[config.mk]
export PLATFORM = sky130hd
export DESIGN_NAME = dmtd_stamper
export DESIGN_NICKNAME = d
export VERILOG_FILES = /design/src/rtl/dmtd_pkg.sv /design/src/rtl/dmtd_mixer.sv /design/src/rtl/dmtd_deglitch.sv /design/src/rtl/dmtd_fifo.sv /design/src/rtl/dmtd_stamper.sv
export SDC_FILE = /design/constraint.sdc
export NUM_CORES = 1
export LEC_CHECK = 0
export BUFFER_PORTS_ARGS = -buffer_cell sky130_fd_sc_hd__buf_2
export CORE_UTILIZATION = 58
export CTS_BUF_LIST = sky130_fd_sc_hd__clkbuf_4
export DETAILED_ROUTE_END_ITERATION = 12
export GPL_TIMING_DRIVEN = 0
export PLACE_DENSITY = 0.77
export SLEW_MARGIN = 20
export SYNTH_ARGS = -nofsm -noshare
export SYNTH_HDL_FRONTEND = slang
export SYNTH_SLANG_ARGS = --single-unit
[constraint.sdc]
create_clock -name clk -period 4.89 [get_ports clk]
set_input_delay 0.7335 -clock clk [delete_from_list [all_inputs] [get_ports clk]]
set_output_delay 0.7335 -clock clk [all_outputs]
set_load 0.01 [all_outputs]
[src/rtl/dmtd_pkg.sv]
package dmtd_pkg;
  typedef enum logic [1:0] {
    ST_SEEK  = 2'd0,
    ST_ARMED = 2'd1,
    ST_COUNT = 2'd2
  } dg_state_t;
endpackage

[src/rtl/dmtd_mixer.sv]
// Digital mixer flop followed by a settling chain of SYNC_LEN stages.
module dmtd_mixer #(
  parameter int SYNC_LEN = 2
) (
  input  logic clk,
  input  logic rst,
  input  logic ut,
  output logic q
);
  logic                mix;
  logic [SYNC_LEN-1:0] chain;

  always_ff @(posedge clk) begin
    if (rst) begin
      mix   <= 1'b0;
      chain <= '0;
    end else begin
      mix   <= ut;
      chain <= {chain[SYNC_LEN-2:0], mix};
    end
  end

  assign q = chain[SYNC_LEN-1];
endmodule

[src/rtl/dmtd_deglitch.sv]
// Median-style edge estimator: arm in a stable run, then count old-level
// samples over a fixed window opened by the first changed sample.
module dmtd_deglitch
  import dmtd_pkg::*;
#(
  parameter int CNT_W      = 32,
  parameter int STABLE_RUN = 4,
  parameter int WIN_LEN    = 8
) (
  input  logic             clk,
  input  logic             rst,
  input  logic             d,
  input  logic [CNT_W-1:0] now,
  output logic             emit,
  output logic [CNT_W-1:0] ts,
  output logic             pol
);
  localparam int RUN_W = $clog2(STABLE_RUN + 1);
  localparam int WIN_W = $clog2(WIN_LEN + 1);

  dg_state_t        state;
  logic             lvl;
  logic [RUN_W-1:0] run;
  logic [WIN_W-1:0] idx;
  logic [WIN_W-1:0] olds;
  logic [CNT_W-1:0] start;
  logic             is_old;

  assign is_old = (d == lvl);

  always_ff @(posedge clk) begin
    if (rst) begin
      state <= ST_SEEK;
      lvl   <= 1'b0;
      run   <= '0;
      idx   <= '0;
      olds  <= '0;
      start <= '0;
      emit  <= 1'b0;
      ts    <= '0;
      pol   <= 1'b0;
    end else begin
      emit <= 1'b0;
      case (state)
        ST_SEEK: begin
          if (is_old) begin
            if (run == RUN_W'(STABLE_RUN - 1)) begin
              state <= ST_ARMED;
              run   <= '0;
            end else begin
              run <= run + 1'b1;
            end
          end else begin
            lvl <= d;
            run <= RUN_W'(1);
          end
        end
        ST_ARMED: begin
          if (!is_old) begin
            start <= now;
            olds  <= '0;
            idx   <= WIN_W'(1);
            state <= ST_COUNT;
          end
        end
        ST_COUNT: begin
          if (idx == WIN_W'(WIN_LEN - 1)) begin
            emit  <= 1'b1;
            ts    <= start + CNT_W'(olds) + CNT_W'(is_old);
            pol   <= ~lvl;
            lvl   <= ~lvl;
            run   <= '0;
            state <= ST_SEEK;
          end else begin
            olds <= olds + WIN_W'(is_old);
            idx  <= idx + 1'b1;
          end
        end
        default: state <= ST_SEEK;
      endcase
    end
  end

  AST_EMIT_SPACED: assert property (@(posedge clk) disable iff (rst)
    emit |=> !emit);
  AST_STAMP_IN_WINDOW: assert property (@(posedge clk) disable iff (rst)
    emit |-> ((ts - start) < CNT_W'(WIN_LEN)));
  AST_ARM_BEFORE_COUNT: assert property (@(posedge clk) disable iff (rst)
    (state == ST_COUNT && $past(state) != ST_COUNT) |-> ($past(state) == ST_ARMED));
endmodule

[src/rtl/dmtd_fifo.sv]
// Record FIFO with registered read port; drops writes when full.
module dmtd_fifo #(
  parameter int W     = 34,
  parameter int DEPTH = 16
) (
  input  logic         clk,
  input  logic         rst,
  input  logic         wr_en,
  input  logic [W-1:0] wr_data,
  input  logic         rd_en,
  output logic         rd_valid,
  output logic [W-1:0] rd_data,
  output logic         empty,
  output logic         overflow
);
  localparam int AW = $clog2(DEPTH);

  logic [W-1:0] mem [DEPTH];
  logic [AW:0]  wptr;
  logic [AW:0]  rptr;
  logic         full;
  logic         do_wr;
  logic         do_rd;

  assign empty = (wptr == rptr);
  assign full  = (wptr[AW] != rptr[AW]) && (wptr[AW-1:0] == rptr[AW-1:0]);
  assign do_wr = wr_en && !full;
  assign do_rd = rd_en && !empty;

  always_ff @(posedge clk) begin
    if (do_wr) mem[wptr[AW-1:0]] <= wr_data;
  end

  always_ff @(posedge clk) begin
    if (do_rd) rd_data <= mem[rptr[AW-1:0]];
  end

  always_ff @(posedge clk) begin
    if (rst) begin
      wptr     <= '0;
      rptr     <= '0;
      rd_valid <= 1'b0;
      overflow <= 1'b0;
    end else begin
      if (do_wr) wptr <= wptr + 1'b1;
      if (do_rd) rptr <= rptr + 1'b1;
      rd_valid <= do_rd;
      if (wr_en && full) overflow <= 1'b1;
    end
  end

  AST_NO_OVERFLOW_WRITE: assert property (@(posedge clk) disable iff (rst)
    (wr_en && full) |=> $stable(wptr));
  AST_OVF_STICKY: assert property (@(posedge clk) disable iff (rst)
    overflow |=> overflow);
  AST_READ_VALID: assert property (@(posedge clk) disable iff (rst)
    (rd_en && !empty) |=> rd_valid);
  AST_EMPTY_READ_IGNORED: assert property (@(posedge clk) disable iff (rst)
    (rd_en && empty) |=> (!rd_valid && $stable(rptr)));
endmodule

[src/rtl/dmtd_stamper.sv]
// Multi-channel dual-mixer phase timestamper.
module dmtd_stamper #(
  parameter int N_CH       = 2,
  parameter int CNT_W      = 32,
  parameter int SYNC_LEN   = 2,
  parameter int STABLE_RUN = 4,
  parameter int WIN_LEN    = 8,
  parameter int FIFO_DEPTH = 16,
  localparam int CH_W      = (N_CH > 1) ? $clog2(N_CH) : 1,
  localparam int REC_W     = CH_W + 1 + CNT_W
) (
  input  logic             clk,
  input  logic             rst,
  input  logic [N_CH-1:0]  clk_ut,
  input  logic             rd_en,
  output logic             rd_valid,
  output logic [REC_W-1:0] rd_data,
  output logic             fifo_empty,
  output logic             overflow
);
  logic [CNT_W-1:0] now;
  logic [N_CH-1:0]  settled;
  logic [N_CH-1:0]  emit;
  logic [CNT_W-1:0] emit_ts  [N_CH];
  logic [N_CH-1:0]  emit_pol;
  logic [N_CH-1:0]  pend;
  logic [CNT_W-1:0] pend_ts  [N_CH];
  logic [N_CH-1:0]  pend_pol;
  logic [N_CH-1:0]  grant;
  logic [CH_W-1:0]  sel;
  logic             wr_en;
  logic [REC_W-1:0] wr_rec;

  always_ff @(posedge clk) begin
    if (rst) now <= '0;
    else     now <= now + 1'b1;
  end

  for (genvar c = 0; c < N_CH; c++) begin : g_ch
    dmtd_mixer #(.SYNC_LEN(SYNC_LEN)) u_mix (
      .clk (clk),
      .rst (rst),
      .ut  (clk_ut[c]),
      .q   (settled[c])
    );

    dmtd_deglitch #(
      .CNT_W      (CNT_W),
      .STABLE_RUN (STABLE_RUN),
      .WIN_LEN    (WIN_LEN)
    ) u_dg (
      .clk  (clk),
      .rst  (rst),
      .d    (settled[c]),
      .now  (now),
      .emit (emit[c]),
      .ts   (emit_ts[c]),
      .pol  (emit_pol[c])
    );

    always_ff @(posedge clk) begin
      if (rst) begin
        pend[c]     <= 1'b0;
        pend_ts[c]  <= '0;
        pend_pol[c] <= 1'b0;
      end else if (emit[c]) begin
        pend[c]     <= 1'b1;
        pend_ts[c]  <= emit_ts[c];
        pend_pol[c] <= emit_pol[c];
      end else if (grant[c]) begin
        pend[c] <= 1'b0;
      end
    end
  end

  // Fixed priority: lowest pending channel index goes first.
  always_comb begin
    sel = '0;
    for (int c = N_CH - 1; c >= 0; c--) begin
      if (pend[c]) sel = CH_W'(c);
    end
  end

  assign grant  = pend & (~pend + 1'b1);
  assign wr_en  = |pend;
  assign wr_rec = {sel, pend_pol[sel], pend_ts[sel]};

  dmtd_fifo #(.W(REC_W), .DEPTH(FIFO_DEPTH)) u_fifo (
    .clk      (clk),
    .rst      (rst),
    .wr_en    (wr_en),
    .wr_data  (wr_rec),
    .rd_en    (rd_en),
    .rd_valid (rd_valid),
    .rd_data  (rd_data),
    .empty    (fifo_empty),
    .overflow (overflow)
  );

  AST_GRANT_SINGLE: assert property (@(posedge clk) disable iff (rst)
    $onehot0(grant));
  AST_NO_PEND_CLOBBER: assert property (@(posedge clk) disable iff (rst)
    ((emit & pend & ~grant) == '0));
  AST_PEND_RETIRED: assert property (@(posedge clk) disable iff (rst)
    (wr_en && !emit[sel]) |=> !pend[$past(sel)]);
endmodule

==> impl_metrics.py <==
metrics = {
    "layout": {
        "drive_above_1_share_pct": 22.6,
        "nets": 2551,
        "fillCellCount": 3892,
        "syn2layout_area_growth_pct": 12.3,
        "stdcell_area_um2": 38500,
        "final_cell_count_no_fill": 3438,
        "final_core_util_pct": 66.3,
    },
    "die": {
        "initial_core_util_pct": 59.0,
        "coreArea_um2": 58000,
        "die-area_um2": 60000,
        "die_w_um": 245,
        "ios": 42,
        "die_h_um": 245,
        "num_rows": 88,
    },
    "synthesis": {
        "synthCells": 2252,
        "yosysUniqueCellTypes": 61,
        "synthArstFlopShare_pct": 0,
        "netlist_area_um2": 34200,
        "ys.warnings.count": 0,
        "synth_flop_cell": "edfxtp_1",
        "yosysSeqAreaShare_pct": 68.8,
        "yosysMostFrequentCell": "edfxtp_1",
        "yosysTopAreaCell": "edfxtp_1",
        "synth.net_count": 2289,
        "avgSynthCellArea_um2": 15.2,
        "netlist_top_cells_area": "edfxtp_1 (56%), dfxtp_1 (13%), mux4_2 (8.9%), nand2_1 (2.0%), a21oi_1 (1.8%)",
        "yosys.area.top_type_share_pct": 56.3,
        "synth_edf_count": 642,
        "postSynthRegisterBits": 856,
        "synth_commonest_cells": "edfxtp_1 (642), dfxtp_1 (214), nand2_1 (179)",
    },
    "timing": {
        "finalHoldViolations": 0,
        "fin_skew_ns": 0.0478,
        "fmax_ghz": 0.259,
        "rsz0062_at_grt": "no",
        "finalCriticalPeriod_ns": 3.86,
        "setup-violations-final": 0,
        "slew_headroom_pct": 31.3,
        "tightest_slew_ns": 1.03,
        "setup_tns_ns": 0,
        "post-route-period-util_pct": 79.0,
        "drv_slew": 0,
    },
    "global_routing": {
        "grt_overflow_total": 0,
        "grt_start_max_net_pins": 35,
        "top_usage_layer": "met2",
        "grtUsageMet3_pct": 5.57,
        "grt_usage_pct": 26.7,
        "use_met2_pct": 45.7,
        "grt_use_met1_pct": 32.7,
        "grt_pass1_vias": 20600,
        "antenna_found_initial": 2,
        "grt_pass1_wl_um": 119000,
    },
    "worst_setup_path": {
        "cp.arrival_ns": 4.77,
        "rrSetupSlack_ns": 1.03,
        "reg2regPathDepth": 11,
        "timing.rr.end": "g_ch[1].u_dg.ts[26]",
        "cp_max_fo": 10,
        "start_kind": "flip-flop",
        "critical_path_required_ns": 5.80,
        "critPathCaptureType": "flip-flop",
        "startpoint": "g_ch[1].u_dg.lvl",
        "path_class": "flip-flop to flip-flop",
        "worstSetupEndpoint": "g_ch[1].u_dg.ts[26]",
        "r2r_start": "g_ch[1].u_dg.lvl",
    },
    "route": {
        "drtIter0Drc": 1681,
        "via_per_inst": 5.88,
        "ant_nets": 0,
        "drc": 0,
        "wl_per_cell_um": 22.6,
        "vias": 20200,
        "wl_um": 77600,
        "firstDrtPassIters": 5,
    },
    "clocking": {
        "clockRootBuffer": "clkbuf_4",
        "cts_tree": "done",
        "ctsResizeCount": 0,
        "postCtsSetupRepairBufs": 0,
        "clk_path_buf_depth": 3,
        "htreeDepth": 4,
        "cts.sinks": 856,
        "clock_latency_ns": 1.04,
        "clkTransAtPathRegs_ns": 0.06,
        "cts_hold_buffers": 2,
        "numCtsBuffers": 202,
    },
    "power": {
        "power.switching_mw": 3.05,
        "ir_worst_vdd_mv": 0.225,
        "combPwrFrac_pct": 3.0,
        "internal_power_mw": 11.0,
        "p_sw_share_pct": 21.7,
        "power.density_nw_per_um2": 365,
        "leakage_nw": 12.4,
        "p_total_mw": 14.0,
        "seqPwrFrac_pct": 55.9,
        "clkPwrFrac_pct": 41.1,
    },
    "placed_design": {
        "port_buffers": 40,
        "place_inst": 3073,
        "place.gp.congestion": 0.861,
        "dpl_cell_area_um2": 35800,
        "hpwlAfterDp_um": 51800,
    },
    "run": {
        "drv_cap": 0,
    },
    "run_status": {
        "status": "finished, final reports clean",
    },
    "hold_path": {
        "hold_class": "primary input to flip-flop",
    },
}
==> area by class of cell <==
type	count	area, µm²	area share (%)
sequential	856	23600	61.3
multi-input combinational	1230	10100	26.2
clock buffer	303	2270	5.92
tap	765	957	2.49
timing repair buffer	58	551	1.43
buffer	130	518	1.35
clock inverter	56	352	0.914
inverter	36	135	0.351
antenna	4	10.0	0.0260
==> layout by cell type, fill, tap and decap left out, types with 8 or more instances in the layout <==
cell / Yosys / final
dfxtp_1: 214 / 214
clkbuf_4: 0 / 303
buf_2: 18 / 58
or3_1: 17 / 17
and3_1: 21 / 8
edfxtp_1: 642 / 642
xor2_1: 37 / 37
buf_1: 10 / 10
nand2_1: 179 / 179
clkinv_1: 0 / 41
o211ai_1: 8 / 8
nor2b_1: 51 / 50
a211oi_1: 76 / 76
a311oi_1: 13 / 13
mux4_2: 136 / 136
mux2_2: 33 / 33
nor4_1: 9 / 9
clkbuf_1: 101 / 101
and3_2: 0 / 8
and4_1: 12 / 12
nand3_1: 33 / 33
nor3_1: 21 / 20
mux2i_1: 47 / 47
xnor2_1: 59 / 59
inv_1: 33 / 32
a21oi_1: 125 / 124
ha_1: 28 / 28
o21ai_0: 24 / 24
nand4_1: 23 / 23
and2_1: 71 / 71
nor2_1: 140 / 140
buf_16: 0 / 8
==> worst min-delay path by stage <==
stage	start	to	slack (ns)	depth (start not counted)
floorplan	g_ch[0].u_mix.mix	g_ch[0].u_mix.chain[0]	0.41	1
global placement	g_ch[1].u_mix.mix	g_ch[1].u_mix.chain[0]	0.42	1
detailed placement	g_ch[1].u_mix.chain[0]	g_ch[1].u_mix.chain[1]	0.43	1
CTS	rd_en	u_fifo.rptr[2]	0.1	4
global route	rd_en	u_fifo.rptr[2]	0.16	4
finish	rd_en	u_fifo.rptr[2]	0.17	4
==> layer usage <==
layer	vias up	wire (µm)
li1	9247	-
met1	9970	30300
met2	842	39400
met3	146	5170
met4	0	2770
met5	-	0
==> cell families (layout without fill, tap and decap cells) <==
group                      after synthesis  in the layout  share of synthesized area [%]
AOI/OAI and AO/OA                      289            289                           5.51
xor gates and xnor gates                96             96                           2.46
and+or+nand+nor                        597            597                           8.66
other                                    0              4                              0
adders and majority gates               32             32                           1.26
buffers and inverters                  166            583                           1.91
DFF                                    856            856                           68.8
muxes                                  216            216                           11.4
==> stage by stage <==
step                hold WS (ns)  setup WS, ns
floorplan                  0.414          1.13
global placement           0.425         -1.57
detailed placement         0.430          1.06
CTS                       0.0966          1.04
global route               0.162         0.804
finish                     0.172          1.03
==> sequential cells by signal (all words and copies together), names as in the netlist, 6 cells and up <==
name	count
g_ch.u_dg.ts	64
g_ch.u_dg.start	64
u_fifo.rd_data	34
g_ch.u_dg.run	6
u_fifo.mem	544
pend_ts	64
g_ch.u_dg.olds	8
now	32
g_ch.u_dg.idx	8
==> worst max-delay path, stage by stage (launching register included) <==
cell and delay (ns):
dfxtp_1 0.38, xnor2_1 0.54, inv_2 0.17, fa_1 0.46
inv_1 0.09, fa_1 0.21, a21oi_1 0.09, o21ai_1 0.50
nand4_1 0.40, clkbuf_1 0.29, or3_1 0.34, a311oi_1 0.28
==> power groups by stage <==
stage | Sequential, mW | Clock, mW | Combinational [mW]
finish | 7.86 | 5.77 | 0.420
CTS | 7.86 | 5.86 | 0.417
floorplan | 8.00 | 0 | 0.301
detailed placement | 8.02 | 0 | 0.414
global placement | 8.01 | 0 | 0.394
global route | 7.86 | 6.22 | 0.473
Power figures use the tool's default switching activity.
